### src/rtl/irqc_pkg.sv
package irqc_pkg;
  typedef enum logic [2:0] {
    SEL_MODE  = 3'd0,
    SEL_POL   = 3'd1,
    SEL_MASK  = 3'd2,
    SEL_FAST  = 3'd3,
    SEL_CLR   = 3'd4,
    SEL_RAW   = 3'd5,
    SEL_PEND  = 3'd6,
    SEL_NEXT  = 3'd7
  } reg_sel_e;
endpackage

### src/rtl/irqc_sync.sv
module irqc_sync #(
  parameter int W      = 32,
  parameter int STAGES = 2
) (
  input  logic         clk_i,
  input  logic         rst_ni,
  input  logic [W-1:0] d_i,
  output logic [W-1:0] q_o
);
  logic [W-1:0] stage_q [STAGES];

  always_ff @(posedge clk_i or negedge rst_ni) begin
    if (!rst_ni) begin
      for (int s = 0; s < STAGES; s++) stage_q[s] <= '0;
    end else begin
      stage_q[0] <= d_i;
      for (int s = 1; s < STAGES; s++) stage_q[s] <= stage_q[s-1];
    end
  end

  assign q_o = stage_q[STAGES-1];
endmodule

### src/rtl/irqc_detect.sv
module irqc_detect #(
  parameter int W = 32
) (
  input  logic         clk_i,
  input  logic         rst_ni,
  input  logic [W-1:0] sync_i,
  input  logic [W-1:0] mode_i,   // 1 = edge
  input  logic [W-1:0] pol_i,    // 1 = low / falling
  input  logic [W-1:0] clr_i,
  output logic [W-1:0] raw_o
);
  logic [W-1:0] dly_q, latch_q, act, act_d, evt;

  // polarity applied to both samples so a polarity change makes no edge
  assign act   = sync_i ^ pol_i;
  assign act_d = dly_q ^ pol_i;
  assign evt   = mode_i & act & ~act_d;

  always_ff @(posedge clk_i or negedge rst_ni) begin
    if (!rst_ni) begin
      dly_q   <= '0;
      latch_q <= '0;
    end else begin
      dly_q   <= sync_i;
      latch_q <= (latch_q & ~clr_i) | evt;
    end
  end

  assign raw_o = (mode_i & latch_q) | (~mode_i & act);

  AST_LATCH_HOLD: assert property (@(posedge clk_i) disable iff (!rst_ni)
    1'b1 |=> ((($past(latch_q) & ~$past(clr_i)) & ~latch_q) == '0));
  AST_CLR_EFFECT: assert property (@(posedge clk_i) disable iff (!rst_ni)
    1'b1 |=> ((($past(clr_i) & ~$past(evt)) & latch_q) == '0));
endmodule

### src/rtl/irqc_prio.sv
module irqc_prio #(
  parameter int W     = 32,
  parameter int IDX_W = $clog2(W)
) (
  input  logic [W-1:0]     req_i,
  output logic [IDX_W-1:0] idx_o,
  output logic             vld_o
);
  always_comb begin
    idx_o = '0;
    vld_o = 1'b0;
    for (int i = W - 1; i >= 0; i--) begin
      if (req_i[i]) begin
        idx_o = IDX_W'(i);
        vld_o = 1'b1;
      end
    end
  end

  always_comb begin
    if (vld_o) begin
      AST_NEXT_IS_SET: assert (req_i[idx_o]);
      AST_NEXT_LOWEST: assert ((req_i & ((W'(1) << idx_o) - W'(1))) == '0);
    end else begin
      AST_NONE_EMPTY: assert (req_i == '0);
    end
  end
endmodule

### src/rtl/irqc_top.sv
module irqc_top
  import irqc_pkg::*;
#(
  parameter int N_SRC       = 32,
  parameter int SYNC_STAGES = 2,
  localparam int IDX_W      = $clog2(N_SRC)
) (
  input  logic             clk_i,
  input  logic             rst_ni,
  input  logic [N_SRC-1:0] src_i,
  input  logic             reg_we_i,
  input  logic [2:0]       reg_addr_i,
  input  logic [N_SRC-1:0] reg_wdata_i,
  output logic [N_SRC-1:0] reg_rdata_o,
  output logic             irq_o,
  output logic             fiq_o,
  output logic [IDX_W-1:0] next_idx_o,
  output logic             next_vld_o
);
  logic [N_SRC-1:0] mode_q, pol_q, mask_q, fast_q;
  logic [N_SRC-1:0] sync_w, raw_w, pend_w, clr_w;
  reg_sel_e         sel;

  assign sel   = reg_sel_e'(reg_addr_i);
  assign clr_w = (reg_we_i && sel == SEL_CLR) ? reg_wdata_i : '0;

  always_ff @(posedge clk_i or negedge rst_ni) begin
    if (!rst_ni) begin
      mode_q <= '0;
      pol_q  <= '0;
      mask_q <= '1;
      fast_q <= '0;
    end else if (reg_we_i) begin
      case (sel)
        SEL_MODE: mode_q <= reg_wdata_i;
        SEL_POL:  pol_q  <= reg_wdata_i;
        SEL_MASK: mask_q <= reg_wdata_i;
        SEL_FAST: fast_q <= reg_wdata_i;
        default:  ;
      endcase
    end
  end

  irqc_sync #(.W(N_SRC), .STAGES(SYNC_STAGES)) u_sync (
    .clk_i (clk_i),
    .rst_ni(rst_ni),
    .d_i   (src_i),
    .q_o   (sync_w)
  );

  irqc_detect #(.W(N_SRC)) u_detect (
    .clk_i (clk_i),
    .rst_ni(rst_ni),
    .sync_i(sync_w),
    .mode_i(mode_q),
    .pol_i (pol_q),
    .clr_i (clr_w),
    .raw_o (raw_w)
  );

  assign pend_w = raw_w & ~mask_q;

  irqc_prio #(.W(N_SRC), .IDX_W(IDX_W)) u_prio (
    .req_i(pend_w),
    .idx_o(next_idx_o),
    .vld_o(next_vld_o)
  );

  assign irq_o = |(pend_w & ~fast_q);
  assign fiq_o = |(pend_w & fast_q);

  always_comb begin
    reg_rdata_o = '0;
    case (sel)
      SEL_MODE: reg_rdata_o = mode_q;
      SEL_POL:  reg_rdata_o = pol_q;
      SEL_MASK: reg_rdata_o = mask_q;
      SEL_FAST: reg_rdata_o = fast_q;
      SEL_RAW:  reg_rdata_o = raw_w;
      SEL_PEND: reg_rdata_o = pend_w;
      SEL_NEXT: begin
        reg_rdata_o[IDX_W-1:0] = next_idx_o;
        reg_rdata_o[N_SRC-1]   = next_vld_o;
      end
      default:  reg_rdata_o = '0;
    endcase
  end

  AST_MASKED_NOT_SERVED: assert property (@(posedge clk_i) disable iff (!rst_ni)
    next_vld_o |-> !mask_q[next_idx_o]);
  AST_QUIET_NO_REQ: assert property (@(posedge clk_i) disable iff (!rst_ni)
    !next_vld_o |-> (!irq_o && !fiq_o));
  AST_RO_WRITE: assert property (@(posedge clk_i) disable iff (!rst_ni)
    (reg_we_i && reg_addr_i >= 3'd5) |=> ($stable(mode_q) && $stable(mask_q) && $stable(fast_q) && $stable(pol_q)));
endmodule

### config.mk
export PLATFORM = sky130hd
export DESIGN_NAME = irqc_top
export DESIGN_NICKNAME = d
export VERILOG_FILES = /design/src/rtl/irqc_pkg.sv /design/src/rtl/irqc_sync.sv /design/src/rtl/irqc_detect.sv /design/src/rtl/irqc_prio.sv /design/src/rtl/irqc_top.sv
export SDC_FILE = /design/constraint.sdc
export NUM_CORES = 1
export LEC_CHECK = 0
export BUFFER_PORTS_ARGS = -buffer_cell sky130_fd_sc_hd__buf_2
export CORE_AREA = 8 8 178 222
export CTS_BUF_LIST = sky130_fd_sc_hd__clkbuf_16
export CTS_CLUSTER_DIAMETER = 40
export DETAILED_ROUTE_END_ITERATION = 8
export DIE_AREA = 0 0 186 230
export HOLD_SLACK_MARGIN = 0.12
export PLACE_DENSITY_LB_ADDON = 0.25
export RECOVER_POWER = 25
export SLEW_MARGIN = 20
export SYNTH_ARGS = -nofsm -noshare
export SYNTH_HDL_FRONTEND = slang
export SYNTH_SLANG_ARGS = --single-unit
### constraint.sdc
create_clock -name clk_i -period 2.7 [get_ports clk_i]
set_input_delay 0.135 -clock clk_i [delete_from_list [all_inputs] [get_ports clk_i]]
set_output_delay 0.135 -clock clk_i [all_outputs]
set_load 0.005 [all_outputs]
Word level (Yosys, flattened, before mapping)
Index checks and enable logic that the tools add are counted.
- bits of input ports: 70
- bits in registers: 256
- equality and inequality tests: 7
- multiplexer cells: 68
- bitwise logic cells: 17
- reduce and logical (&&, ||, !) cells: 8
- operator list (kind ; number):
    32-bit bitwise AND ; 8
    5-bit two-way mux ; 32
    32-bit inverter ; 5
    26-bit case mux with 6 select lines ; 1
    32-bit OR ; 2
    32-bit OR reduction ; 2
    32-bit XOR ; 2
    5-bit case mux with 7 select lines ; 1
    1-bit two-way mux ; 32
    32-bit two-way mux ; 1
    3-bit equality test, second input constant ; 4
    2-bit AND reduction ; 4
    1-bit case mux with 7 select lines ; 1
    3-bit by 2-bit equality test with 1-bit output, second input constant ; 2
    3-bit by 1-bit equality test with 1-bit output, second input constant ; 1
    3-bit logical NOT ; 1
    1-bit logical AND ; 1

Logic depth before layout (Yosys ltp)
- depth in word-level cells: 37
- depth in mapped cells: 8
- depth with buffers taken out: 6

By module
A second synthesis with hierarchy kept.
- cells, all modules: 1076
- area total of the unflattened synthesis: 12739.7 µm²
- by module, submodules not included (module ; cells an instance ; area an instance (µm²) ; times used):
    irqc_top ; 627 ; 7364.6 ; 1
    irqc_detect ; 288 ; 3163.0 ; 1
    irqc_sync ; 96 ; 1841.8 ; 1
    irqc_prio ; 65 ; 370.4 ; 1

Least setup slack after synthesis
OpenSTA, ideal clock, no wires.
- path type: register to output
- from: register u_sync.stage_q, in the netlist u_sync.q_o[18]
- to: output port reg_rdata_o[31]
- data required time: 2.565 ns
- arrival time: 1.781 ns
- stages on the path, launching flop included: 7
- setup slack: 0.784 ns
- path buffers: 0
- path through: dfrtp_1 xor2_1 o211a_4 nor4_4 and4b_1 nand3_2 a211o_1
- cells in the longest elaborated chain, start to end: 24
- ends and longest elaborated chain (what ; RTL line ; RTL):
    start: declaration ; irqc_sync.sv:10 ; logic [W-1:0] stage_q [STAGES];
    32-bit XOR ; irqc_detect.sv:15 ; assign act = sync_i ^ pol_i;
    32-bit bitwise AND ; irqc_detect.sv:29 ; assign raw_o = (mode_i & latch_q) | (~mode_i & act);
    32-bit OR ; irqc_detect.sv:29 ;
    32-bit bitwise AND ; irqc_top.sv:61 ; assign pend_w = raw_w & ~mask_q;
    1-bit two-way mux (19 in series) ; irqc_prio.sv:13 ; if (req_i[i]) begin
    net next_vld_o ; irqc_top.sv:18 ; output logic next_vld_o
    1-bit case mux with 7 select lines ; irqc_top.sv:74 ; case (sel)
    end: declaration ; irqc_top.sv:14 ; output logic [N_SRC-1:0] reg_rdata_o,
The timed path passes the listed nets, and every way through them passes these cells.

Worst setup path after layout
- from: register u_sync.stage_q, in the netlist u_sync.q_o[18]
- to: output port reg_rdata_o[31]
- cells in the longest elaborated chain, start to end: 24
- ends and longest elaborated chain (what ; RTL line):
    32-bit XOR ; irqc_detect.sv:15
    32-bit bitwise AND ; irqc_detect.sv:29
    32-bit OR ; irqc_detect.sv:29
    32-bit bitwise AND ; irqc_top.sv:61
    1-bit two-way mux (19 in series) ; irqc_prio.sv:13
    1-bit case mux with 7 select lines ; irqc_top.sv:74
Every way passes these cells.

==> impl_metrics.toml <==
[cts]
cts_buffers = 39
cts_tree = "built"
cts-htree-levels = 2
cts.sinks = 256
cts.clk_slew.worst_paths_ns = 0.06
insertion_delay_ns = 0.53
root_buffer = "clkbuf_16"
clockBufferDepth = 3

[timing]
worst_slack_ns = -0.04934
setup_viol = 1
rsz0062_at_grt = "yes"
whs_ns = 0.2510
worst_slew_pin_slew_ns = 2.063
maxSlewViolCount = 74
hold_viol = 0
maxSlewHeadroom_pct = -37.54
clock_skew_ns = 0.01583
max_freq_mhz = 363.7
tns_ns = -0.04934
fin_crit_ns = 2.749
timing.final.crit_share_pct = 101.8

[global_route]
grt_pass1_wl_mm = 57.43
grt_antenna_before_repair = 0
grt_usage_pct = 17.19
grt_max_degree = 76
grt_overflow = 0
grt_pass1_vias = 10010

[detailed_routing]
drtIter0Drc = 815
wl_per_cell_um = 19.70
drt_first_pass_iters = 5
drc = 0
vias = 9904
routed_via_density = 5.235
wl_mm = 37.28
detail-route-antenna-nets = 0

[floorplan]
coreArea_mm2 = 0.03591
fp.dieW_um = 186
dieArea_mm2 = 0.04278
die_h_um = 230
rows = 78
start_util_pct = 33.54
io_pins = 110

[synthesis]
yosysTopAreaCell = "dfrtp_1"
async_flop_share_pct = 100.0
synth_nets = 1207
syn-instance-count = 1137
synth_edf_count = 0
synth.most_common_cell = "dfrtp_1"
yosys-top-cells-area = "dfrtp_1, mux2_2, dfstp_2"
synth_area_mm2 = 0.01204
netlist.area_leader.share_pct = 46.54
yosysWarnings = 0
avgSynthCellArea_um2 = 10.59
netlist_top_cells_count = "dfrtp_1, nand2_1, o21ai_0, mux2_2, a22oi_1"
synth-seq-cells = 256
seq_area_frac_synth_pct = 53.52
ys_types = 65
ys.flop_type = "dfrtp_1"

[cells_and_area]
final_cell_area_mm2 = 0.01582
drive_gt1_share_pct = 30.38
antenna-diode-count = 0
area_delta_synth_final_pct = 31.37
post-route-util_pct = 44.06
nets = 1452

[place]
gp_congestion = 0.9073
place_area_mm2 = 0.01329
hpwl_mm = 24.68
port_buffers = 109

[setup_path]
critical_path_required_ns = 2.57
crit_path_max_fanout = 4
criticalPathCategory = "register to output port"
crit_path_end_kind = "output port"
worstPathArrival_ns = 2.61
cp-start-kind = "register"

[power]
powerDensity_mw_per_mm2 = 857.9
p_clk_share_pct = 35.6
p_sw_share_pct = 32.33
power.switching_uw = 4388
power_frac_seq_pct = 38.5
ir_drop_uv = 376.0
p_int_uw = 9185
pwr-share-comb_pct = 25.8
power_leakage_uw = 0.006807

[status]
violations = "max-capacitance violations, max-slew violations, negative setup slack"
status = "finished, violations left"

[min_path]
hp-class = "input port to register"

[job]
drv_cap = 1
layer usage:
layer	wire [um]	part of all wire, %	track usage [%]	vias up
li1	-	-	-	4608
met1	15900	43	22.00	4898
met2	18240	49	28.69	312
met3	2069	5.6	2.966	86
met4	1063	2.9	6.113	0
met5	0	0	0	-
metrics by stage:
stage	cells	total power, uW	setup slack, ns
global route	1892	14250	-0.1285
floorplan	1137	6957	0.7837
detailed placement	1708	8132	0.2761
global placement	1708	8087	0.2566
finish	1892	13570	-0.04934
CTS	1874	13470	-0.1163
sequential cells by signal, indices dropped and copies added (netlist names):
name	count
u_detect.dly_q	32
mask_q	32
pol_q	32
u_sync.stage_q	32
mode_q	32
u_sync.q_o	32
u_detect.latch_q	32
fast_q	32
cell type report:
type / count / area (um^2)
timing repair buffer: 248 / 1802
multi-input combinational: 790 / 5532
clock inverter: 30 / 236.5
fill: 3470 / 20090
tap: 480 / 600.6
sequential: 256 / 6450
clock buffer: 41 / 1026
inverter: 47 / 176.4
worst paths after layout:
kind                                         startpoint                             end  slack, ns  depth (start not counted)
min reg2reg                u_sync.stage_q[54]$_DFF_PN0_        u_sync.q_o[22]$_DFF_PN0_       0.34                          0
max                            u_sync.q_o[18]$_DFF_PN0_                 reg_rdata_o[31]      -0.05                          7
min                                           src_i[12]    u_sync.stage_q[44]$_DFF_PN0_       0.25                          2
min in group asynchronous                        rst_ni    u_sync.stage_q[43]$_DFF_PN0_       0.74                          2
max in group asynchronous                        rst_ni           pol_q[23]$_DFFE_PN0P_       0.62                          2
max reg2reg                       pol_q[29]$_DFFE_PN0P_  u_detect.latch_q[29]$_DFF_PN0_       1.65                          5
layout by cell type (no fill, tap or decap), drive strengths merged, types with 12 or more instances in the layout:
| cell type | count |
|---|---|
| o21ai | 112 |
| xnor2 | 14 |
| a21oi | 23 |
| clkbuf | 48 |
| o211ai | 34 |
| nand2 | 159 |
| o211a | 12 |
| nand3 | 30 |
| mux2 | 95 |
| a22o | 19 |
| dfrtp | 224 |
| inv | 63 |
| a211oi | 15 |
| nor2b | 20 |
| dfstp | 32 |
| nand3b | 14 |
| nor2 | 58 |
| xor2 | 17 |
| a22oi | 64 |
| buf | 176 |
| nand2b | 23 |
| dlygate4sd3 | 65 |
power by group through the flow:
| stage | sequential [uW] | clock (uW) | combinational, uW |
|---|---|---|---|
| 4_1_cts | 5210 | 4960 | 3300 |
| 3_5_place_dp | 5280 | 0 | 2850 |
| 6_report | 5230 | 4830 | 3510 |
| 3_3_place_gp | 5260 | 0 | 2820 |
| 5_1_grt | 5320 | 5140 | 3790 |
| 2_1_floorplan | 5050 | 0 | 1900 |
critical path, cell delays in order (launching register included):
cell	delay, ns
dfrtp_1	0.43
xor2_2	0.21
o211a_4	0.27
nor4_4	0.35
and4b_2	0.32
nand3_2	0.09
a211o_1	0.29
buf_2	0.13
timing repair:
item,4_1_cts,5_1_grt
buffers inserted,30,18
hold endpoints to repair,319,0
hold buffers,65,0
resized for setup,32,32
endpoints found under the setup margin,12,13
pin swaps,29,29
logic make-up (layout without fill, tap and decap cells):
kind of cell | Yosys count | after routing | synth area share [%]
flops | 256 | 256 | 53.52
buf+inv | 91 | 366 | 2.971
simple gates | 339 | 339 | 13.61
xor+xnor | 31 | 31 | 2.317
mux | 97 | 97 | 9.048
compound gates | 323 | 323 | 18.53
Power figures use the tool's default switching activity.
